## src/rtl/bcw_pkg.sv

```systemverilog
package bcw_pkg;
   // Encoder implementation variants
   typedef enum logic [0:0] {
      ENC_ARITH = 1'b0,   // power-of-two test plus subtraction
      ENC_SCAN  = 1'b1    // compare against each legal size
   } enc_style_e;

   localparam int DEF_PADDR_W   = 34;
   localparam int DEF_WORD_W    = 32;
   localparam int DEF_UNIT_LOG2 = 23;  // 8 MiB granule
   localparam int DEF_MAX_LOG2  = 32;  // 4 GiB largest encodable
   localparam int DEF_FIELD_LSB = 6;
   localparam int DEF_FIELD_W   = 10;
   localparam int DEF_BASE_LSB  = 21;
endpackage

```

## src/rtl/bcw_encoder.sv

```systemverilog
module bcw_encoder
   import bcw_pkg::*;
#(
   parameter int         PADDR_W   = DEF_PADDR_W,
   parameter int         WORD_W    = DEF_WORD_W,
   parameter int         UNIT_LOG2 = DEF_UNIT_LOG2,
   parameter int         MAX_LOG2  = DEF_MAX_LOG2,
   parameter int         FIELD_LSB = DEF_FIELD_LSB,
   parameter int         FIELD_W   = DEF_FIELD_W,
   parameter int         BASE_LSB  = DEF_BASE_LSB,
   parameter enc_style_e STYLE     = ENC_ARITH
) (
   input  logic [PADDR_W-1:0] base_i,
   input  logic [PADDR_W-1:0] size_i,
   output logic [WORD_W-1:0]  word_o,
   output logic               invalid_o
);
   localparam int BASE_SRC_LO = BASE_LSB + (PADDR_W - WORD_W);
   localparam int NUM_SIZES   = MAX_LOG2 - UNIT_LOG2 + 1;
   localparam int FIELD_SPAN  = 1 << FIELD_W;
   localparam logic [PADDR_W-1:0] MIN_SIZE = PADDR_W'(1) << UNIT_LOG2;
   localparam logic [PADDR_W-1:0] MAX_SIZE = PADDR_W'(1) << MAX_LOG2;

   logic               ok;
   logic [FIELD_W-1:0] field;
   logic               unused_base_lo;
   assign unused_base_lo = ^base_i[BASE_SRC_LO-1:0];

   generate
      if (STYLE == ENC_ARITH) begin : g_arith
         logic [PADDR_W-1:0] units;
         logic [PADDR_W:0]   diff;
         always_comb begin
            units = size_i >> UNIT_LOG2;
            diff  = (PADDR_W+1)'(FIELD_SPAN) - {1'b0, units};
            ok    = ($countones(size_i) == 1) && (size_i >= MIN_SIZE)
                    && (size_i <= MAX_SIZE);
            field = diff[FIELD_W-1:0];
         end
      end else begin : g_scan
         always_comb begin
            ok    = 1'b0;
            field = '0;
            for (int k = 0; k < NUM_SIZES; k++) begin
               if (size_i == (MIN_SIZE << k)) begin
                  ok    = 1'b1;
                  field = FIELD_W'(FIELD_SPAN - (1 << k));
               end
            end
         end
      end
   endgenerate

   always_comb begin
      word_o = '0;
      if (ok) begin
         word_o[WORD_W-1:BASE_LSB]     = base_i[PADDR_W-1:BASE_SRC_LO];
         word_o[FIELD_LSB +: FIELD_W]  = field;
         word_o[0]                     = 1'b1;
      end
      invalid_o = !ok;
   end

   // Assertions beside the packing logic
   logic [PADDR_W:0] back_size;
   always_comb begin
      back_size = ((PADDR_W+1)'(FIELD_SPAN)
                   - (PADDR_W+1)'(word_o[FIELD_LSB +: FIELD_W])) << UNIT_LOG2;
      if (invalid_o) begin
         a_r4_invalid_word_zero: assert (word_o == '0)
            else $error("R4: rejected size left a nonzero word");
      end else begin
         a_r2_enable_set: assert (word_o[0])
            else $error("R2: accepted size without enable bit");
         a_r9_size_roundtrip: assert (back_size == {1'b0, size_i})
            else $error("R9: size field does not reproduce input size");
      end
   end
endmodule

```

## src/rtl/bcw_decoder.sv

```systemverilog
module bcw_decoder
   import bcw_pkg::*;
#(
   parameter int PADDR_W   = DEF_PADDR_W,
   parameter int WORD_W    = DEF_WORD_W,
   parameter int UNIT_LOG2 = DEF_UNIT_LOG2,
   parameter int FIELD_LSB = DEF_FIELD_LSB,
   parameter int FIELD_W   = DEF_FIELD_W,
   parameter int BASE_LSB  = DEF_BASE_LSB
) (
   input  logic [WORD_W-1:0]  word_i,
   output logic [PADDR_W-1:0] base_o,
   output logic [PADDR_W-1:0] size_o,
   output logic               en_o
);
   localparam int BASE_SRC_LO = BASE_LSB + (PADDR_W - WORD_W);
   localparam int FIELD_SPAN  = 1 << FIELD_W;

   logic [FIELD_W:0] units;
   logic             unused_gap;
   assign unused_gap = ^{word_i[BASE_LSB-1:FIELD_LSB+FIELD_W],
                         word_i[FIELD_LSB-1:1]};

   always_comb begin
      base_o = '0;
      base_o[PADDR_W-1:BASE_SRC_LO] = word_i[WORD_W-1:BASE_LSB];
      units  = (FIELD_W+1)'(FIELD_SPAN) - {1'b0, word_i[FIELD_LSB +: FIELD_W]};
      size_o = PADDR_W'(units) << UNIT_LOG2;
      en_o   = word_i[0];
   end

   always_comb begin
      a_r6_size_granule: assert ((size_o != '0) && (size_o[UNIT_LOG2-1:0] == '0))
         else $error("R6: decoded size is zero or off granule");
      a_r5_base_granule: assert (base_o[BASE_SRC_LO-1:0] == '0)
         else $error("R5: decoded base has low bits set");
   end
endmodule

```

## src/rtl/bcw_window.sv

```systemverilog
module bcw_window
   import bcw_pkg::*;
#(
   parameter int PADDR_W = DEF_PADDR_W
) (
   input  logic [PADDR_W-1:0] base_i,
   input  logic [PADDR_W-1:0] size_i,
   input  logic               en_i,
   input  logic [PADDR_W-1:0] addr_i,
   output logic               hit_o
);
   // One extra bit keeps base+size from wrapping at the top of the space
   logic [PADDR_W:0] limit;
   always_comb begin
      limit = {1'b0, base_i} + {1'b0, size_i};
      hit_o = en_i && (addr_i >= base_i) && ({1'b0, addr_i} < limit);
   end

   always_comb begin
      if (!en_i) begin
         a_r7_disabled_no_hit: assert (!hit_o)
            else $error("R7: disabled window reported a hit");
      end
   end
endmodule

```

## src/rtl/bankcfg_codec.sv

```systemverilog
module bankcfg_codec
   import bcw_pkg::*;
#(
   parameter int         PADDR_W   = DEF_PADDR_W,
   parameter int         WORD_W    = DEF_WORD_W,
   parameter int         UNIT_LOG2 = DEF_UNIT_LOG2,
   parameter int         MAX_LOG2  = DEF_MAX_LOG2,
   parameter int         FIELD_LSB = DEF_FIELD_LSB,
   parameter int         FIELD_W   = DEF_FIELD_W,
   parameter int         BASE_LSB  = DEF_BASE_LSB,
   parameter enc_style_e ENC_STYLE = ENC_ARITH
) (
   input  logic [PADDR_W-1:0] enc_base,
   input  logic [PADDR_W-1:0] enc_size,
   output logic [WORD_W-1:0]  enc_word,
   output logic               enc_invalid,
   input  logic [WORD_W-1:0]  dec_word,
   output logic [PADDR_W-1:0] dec_base,
   output logic [PADDR_W-1:0] dec_size,
   input  logic [PADDR_W-1:0] hit_addr,
   output logic               hit
);
   localparam int BASE_SRC_LO = BASE_LSB + (PADDR_W - WORD_W);
   localparam int LARGEST_UNITS = 1 << (MAX_LOG2 - UNIT_LOG2);

   // Elaboration-time parameter checks
   generate
      if (FIELD_LSB < 2) begin : g_bad_field_lsb
         $error("field must leave bits between itself and the enable bit");
      end
      if (FIELD_LSB + FIELD_W >= BASE_LSB) begin : g_bad_overlap
         $error("size field overlaps or abuts the base field");
      end
      if (BASE_LSB >= WORD_W || PADDR_W <= WORD_W) begin : g_bad_base
         $error("base field placement does not fit word and address widths");
      end
      if (BASE_SRC_LO != UNIT_LOG2) begin : g_bad_granule
         $error("base granule and size granule differ");
      end
      if (LARGEST_UNITS > (1 << (FIELD_W - 1))) begin : g_bad_range
         $error("largest size does not fit the size field");
      end
      if (PADDR_W < FIELD_W + 1 + UNIT_LOG2) begin : g_bad_size_w
         $error("size output too narrow for the field span");
      end
   endgenerate

   logic dec_en;

   bcw_encoder #(
      .PADDR_W(PADDR_W), .WORD_W(WORD_W), .UNIT_LOG2(UNIT_LOG2),
      .MAX_LOG2(MAX_LOG2), .FIELD_LSB(FIELD_LSB), .FIELD_W(FIELD_W),
      .BASE_LSB(BASE_LSB), .STYLE(ENC_STYLE)
   ) u_enc (
      .base_i(enc_base), .size_i(enc_size),
      .word_o(enc_word), .invalid_o(enc_invalid)
   );

   bcw_decoder #(
      .PADDR_W(PADDR_W), .WORD_W(WORD_W), .UNIT_LOG2(UNIT_LOG2),
      .FIELD_LSB(FIELD_LSB), .FIELD_W(FIELD_W), .BASE_LSB(BASE_LSB)
   ) u_dec (
      .word_i(dec_word), .base_o(dec_base), .size_o(dec_size), .en_o(dec_en)
   );

   bcw_window #(
      .PADDR_W(PADDR_W)
   ) u_win (
      .base_i(dec_base), .size_i(dec_size), .en_i(dec_en),
      .addr_i(hit_addr), .hit_o(hit)
   );

   always_comb begin
      if (hit) begin
         a_r8_hit_inside_span: assert (dec_word[0] && (hit_addr >= dec_base)
                                       && ((hit_addr - dec_base) < dec_size))
            else $error("R8: hit outside the decoded window");
      end
   end
endmodule

```

## config.mk

```make
export PLATFORM = sky130hd
export DESIGN_NAME = bankcfg_codec
export DESIGN_NICKNAME = d
export VERILOG_FILES = /design/src/rtl/bcw_pkg.sv /design/src/rtl/bcw_encoder.sv /design/src/rtl/bcw_decoder.sv /design/src/rtl/bcw_window.sv /design/src/rtl/bankcfg_codec.sv
export SDC_FILE = /design/constraint.sdc
export NUM_CORES = 1
export LEC_CHECK = 0
export BUFFER_PORTS_ARGS = -buffer_cell sky130_fd_sc_hd__clkbuf_2
export CAP_MARGIN = 40
export CELL_PAD_IN_SITES_DETAIL_PLACEMENT = 0
export CELL_PAD_IN_SITES_GLOBAL_PLACEMENT = 1
export CORE_MARGIN = 5
export CORE_UTILIZATION = 31
export DETAILED_ROUTE_END_ITERATION = 7
export GPL_ROUTABILITY_DRIVEN = 0
export PLACE_DENSITY = 0.95
export SLEW_MARGIN = 20
export SYNTH_ARGS = -nofsm -noshare
export SYNTH_HDL_FRONTEND = slang
export SYNTH_SLANG_ARGS = --single-unit
```

## constraint.sdc

```tcl
create_clock -name vclk -period 5.5
set_input_delay 0.275 -clock vclk [all_inputs]
set_output_delay 0.275 -clock vclk [all_outputs]
set_load 0.005 [all_outputs]
```

# Word-level counts from Yosys, hierarchy flattened

Cells that the tools add are included.

$add $sub $neg: 36
Order comparisons: 4
Equality and inequality tests: 1
Multiplexer cells: 3
Reduce and logical (&&, ||, !) cells: 5

Operator list:

| operator                 | count |
|---|---|
| $add A32 B32 Y32         | 16 |
| $add A34 B34 Y35         | 1 |
| $lt A34 B35 Y1           | 1 |
| $add A1 B1 Y2            | 17 |
| $ge A34 B24 Y1 const B   | 1 |
| $ge A34 B34 Y1           | 1 |
| $le A34 B33 Y1 const B   | 1 |
| $eq A32 B2 Y1 const B    | 1 |
| $mux W11                 | 1 |
| $sub A11 B10 Y11 const A | 1 |
| $mux W10                 | 1 |
| $sub A1 B10 Y10 const A  | 1 |
| $logic_and A1 B1 Y1      | 4 |
| $logic_not A1 Y1         | 1 |
| $mux W1                  | 1 |

Register bits after elaboration: 0
Bits of input ports: 134
Word-level logic and storage cells: 49

# Logic depth before layout (Yosys ltp)

Depth in word-level cells: 10
Depth in mapped cells: 20
Mapped depth without buffers: 19

# By module

A second synthesis with hierarchy kept.

Cells, all modules: 679
Area total of the unflattened synthesis: 5285.1 µm²

By module, submodules not included:

| module      | times used | cells each | area an instance (µm²) | sequential area each (µm²) |
|---|---|---|---|---|
| bcw_window  | 1          | 437        | 3325.7                 | 0.0 |
| bcw_encoder | 1          | 158        | 1337.5                 | 0.0 |
| bcw_decoder | 1          | 84         | 621.8                  | 0.0 |

# Least setup slack after synthesis

Ideal clock, no wire load.

Path kind: input port to output port
Start point: in enc_size[33]
End point: out enc_word[23]
Data arrival time: 4699 ps
Data required time: 5225 ps
Path slack: 526 ps
Stages on the path: 17
Path buffers: 1
Cell sequence: inv_1 ha_1 inv_1 fa_1 fa_1 fa_1 xnor2_1 xnor2_1 fa_1 inv_1 fa_1 fa_1 nor3b_1 nand3_2 nor2_4 buf_6 and2_1

Longest elaborated chain between the ends: 6
Elaborated cells on any way between the ends: 8

Ends and longest elaborated chain:

| item                                   | line                | RTL |
|---|---|---|
| from (decl)                            | bankcfg_codec.sv:14 | `input logic [PADDR_W-1:0] enc_size,` |
| $add A1 B1 Y2 (implied by the code)    | bcw_encoder.sv:36   | `ok = ($countones(size_i) == 1) && (size_i >= MIN_SIZE)` |
| $add A32 B32 Y32 (implied by the code) | bcw_encoder.sv:36   |  |
| $eq A32 B2 Y1                          | bcw_encoder.sv:36   |  |
| $logic_and A1 B1 Y1                    | bcw_encoder.sv:36   |  |
| $logic_and A1 B1 Y1 *                  | bcw_encoder.sv:37   | `&& (size_i <= MAX_SIZE);` |
| named net u_enc.ok                     | bcw_encoder.sv:24   | `logic ok;` |
| $mux W11 *                             | bcw_encoder.sv:56   | `if (ok) begin` |
| to (decl)                              | bankcfg_codec.sv:15 | `output logic [WORD_W-1:0] enc_word,` |

The timed path passes the listed nets; every way through them passes the cells marked *.

# Final worst setup path

Start point: in enc_size[12]
End point: out enc_word[23]

Longest elaborated chain between the ends: 10
Elaborated cells on any way between the ends: 12

Ends and longest elaborated chain:

| item                                                | line |
|---|---|
| $add A1 B1 Y2 (implied by the code)                 | bcw_encoder.sv:36 |
| $add A32 B32 Y32 (implied by the code) (5 in a row) | bcw_encoder.sv:36 |
| $eq A32 B2 Y1                                       | bcw_encoder.sv:36 |
| $logic_and A1 B1 Y1                                 | bcw_encoder.sv:36 |
| $logic_and A1 B1 Y1 *                               | bcw_encoder.sv:37 |
| $mux W11 *                                          | bcw_encoder.sv:56 |

Every way passes the cells marked *; elsewhere a longest branch is shown, timed or not.

==> flow_summary.yaml <==
run_status:
  run_status: "completed"
final_layout:
  ff_latch_area_um2: 0
  nNetsFinal: 844
  final_util: 0.383
  num-fill-cells: 1171
  drive_gt1_frac: 0.309
  final_area_mm2: 0.00439
  clkbuf_count: 0
  area_delta_synth_final_pct: 20.5
  antenna_cells: 0
  n_sequential_cell: 0
detailed_routing:
  avgViaCountPerCell: 4.34
  ant_nets: 0
  drc: 0
  vias: 3215
  firstDrtPassIters: 4
  drt-met1-wl_um: 3620
  met3_length_um: 757
  wl_um: 8740
  dr_wl_met2_um: 4360
  wl_per_cell_um: 11.8
  drt-initial-drc-count: 70
  highest_layer: "met3"
die:
  die_w_um: 118
  initial_core_util: 0.318
  rows: 39
  core_area_mm2: 0.0115
  dieArea_mm2: 0.0140
  die_h_um: 118
  num_io_pins: 236
power:
  p_leak_nw: 2.52
  vdd_drop_max_v: 0.000225
  power_density_mw_per_mm2: 257
  total_power_mw: 1.13
synth:
  ys_top_cells_by_count: "inv_1 (99), ha_1 (81), buf_4 (69)"
  yosys.cell_count.top_type: "inv_1"
  syn-cell-area_mm2: 0.00365
  synth_cell_type_count: 49
  seq_area_frac_synth: 0
  netlist.area_leader.share: 0.278
  synth_area_leaders: "ha_1 (28%), fa_1 (16%), buf_4 (14%)"
  ys_warn_count: 0
  synth_area_leader_cell: "ha_1"
  postSynthCellCount: 454
  syn_avg_cell_area_um2: 8.03
global_route:
  grt_usage: 0.118
  first_global_vias: 3366
  antenna_found_initial: 0
  grt_first_pass_wirelength_um: 14700
  overflow: 0
  grt_start_max_net_pins: 15
placement:
  io_buffers: 147
  hpwl_um: 8070
  dpl_worst_slack_ps: 31.1
  place_area_mm2: 0.00431
critical_path:
  cp_common_cell: "fa_1"
  start_kind: "input port"
  crit_path_max_fanout: 7
  critPathTopFamily: "adder cells"
  startpoint: "enc_size[12]"
  slowest_delay_ps: 590
  crit_required_ps: 5220
  path_class: "input port to output port"
  worstSetupEndpointType: "output port"
  crit_slowest_cell: "fa_1"
  arrival_ps: 4970
  cp.buffers_inverters: 6
  crit_chain: "clkbuf_2, inv_1, ha_1, inv_1, fa_1, fa_1, fa_1, xnor2_1, xnor2_1, fa_1, inv_1, fa_2, fa_2, inv_2, o221ai_1, a21oi_2, nand3_4, nor2_4, and2_4, clkbuf_2"
min_path:
  worstHoldStart: "dec_word[30]"
  hp-class: "input port to output port"
sta:
  min_period_ps: 5240
  worstMarginPinSlew_ps: 818
  setup_violations: 0
  finalCritPeriodShare: 0.953
  relSlewSlack: 0.455
  timing.final.max_slew_violations: 0
  hold_viol: 0
  holdWs_ps: 756
  setup_slack_ps: 259
  fmax_ghz: 0.191
clocking:
  cts_hold_buf: 0
job:
  cap_violations: 0
[area by class of cell]
type / count / area, µm² / area share
inverters: 99 / 372 / 0.0846
multi-input cells: 341 / 3020 / 0.687
well taps: 143 / 179 / 0.0407
repair buffers: 158 / 826 / 0.188
[metrics by stage]
stage          cells  TNS [ps]
3_3_place_gp     739         0
5_1_grt          741      -100
3_5_place_dp     739         0
6_report         741         0
2_1_floorplan    509         0
4_1_cts          739         0
[logic make-up (layout without fill, tap and decap cells)]
family | Yosys count | after routing | share of synthesized area
AOI/OAI and AO/OA | 44 | 44 | 0.0892
adders and majority gates | 110 | 110 | 0.437
other | 1 | 56 | 0.00103
xor gates and xnor gates | 26 | 26 | 0.0624
and+or+nand+nor | 104 | 105 | 0.163
buffers and inverters | 169 | 257 | 0.247
[cells in the final DEF (no fill, tap or decap), types with 2 or more instances in the layout]
master,netlist,final
xnor2_1,16,16
o21a_1,2,2
a21oi_1,11,10
nand3_1,6,6
nand2_1,12,12
or4_1,2,2
and2_1,13,10
o21ai_0,10,10
buf_6,1,2
xor2_1,10,10
nor4_1,12,12
fa_2,0,2
and2_4,0,3
ha_1,81,81
nor2_4,1,2
inv_1,99,97
nor3_1,17,12
conb_1,1,56
and3_1,3,3
nor2_1,16,16
nand4_1,6,6
buf_4,69,9
a21oi_2,3,4
fa_1,29,27
nor2b_1,4,4
a21o_1,4,4
clkbuf_2,0,147
inv_2,0,2
nor3_2,0,5
[path summary, 6_finish.rpt]
kind | end | slack, ps | cells past startpoint
max | enc_word[23] | 260 | 20
min | dec_base[32] | 760 | 2
[where the power goes]
part / total [mW] / leakage, nW / internal, mW / switching (mW)
registers: 0 / 0 / 0 / 0
logic: 1.13 / 2.52 / 0.526 / 0.602
clock network: 0 / 0 / 0 / 0
[timing repair]
action | CTS | global route
gates resized for setup | 0 | 18
setup buffers | 0 | 1
endpoints found under the setup margin | 0 | 23
[metal layers]
layer  up-vias  GRT usage
li1       1651          -
met1      1435      0.151
met2       129      0.222
met3         0     0.0191
met4         0          0
met5         -          0
Note: power is estimated with default switching activity, not from simulation.
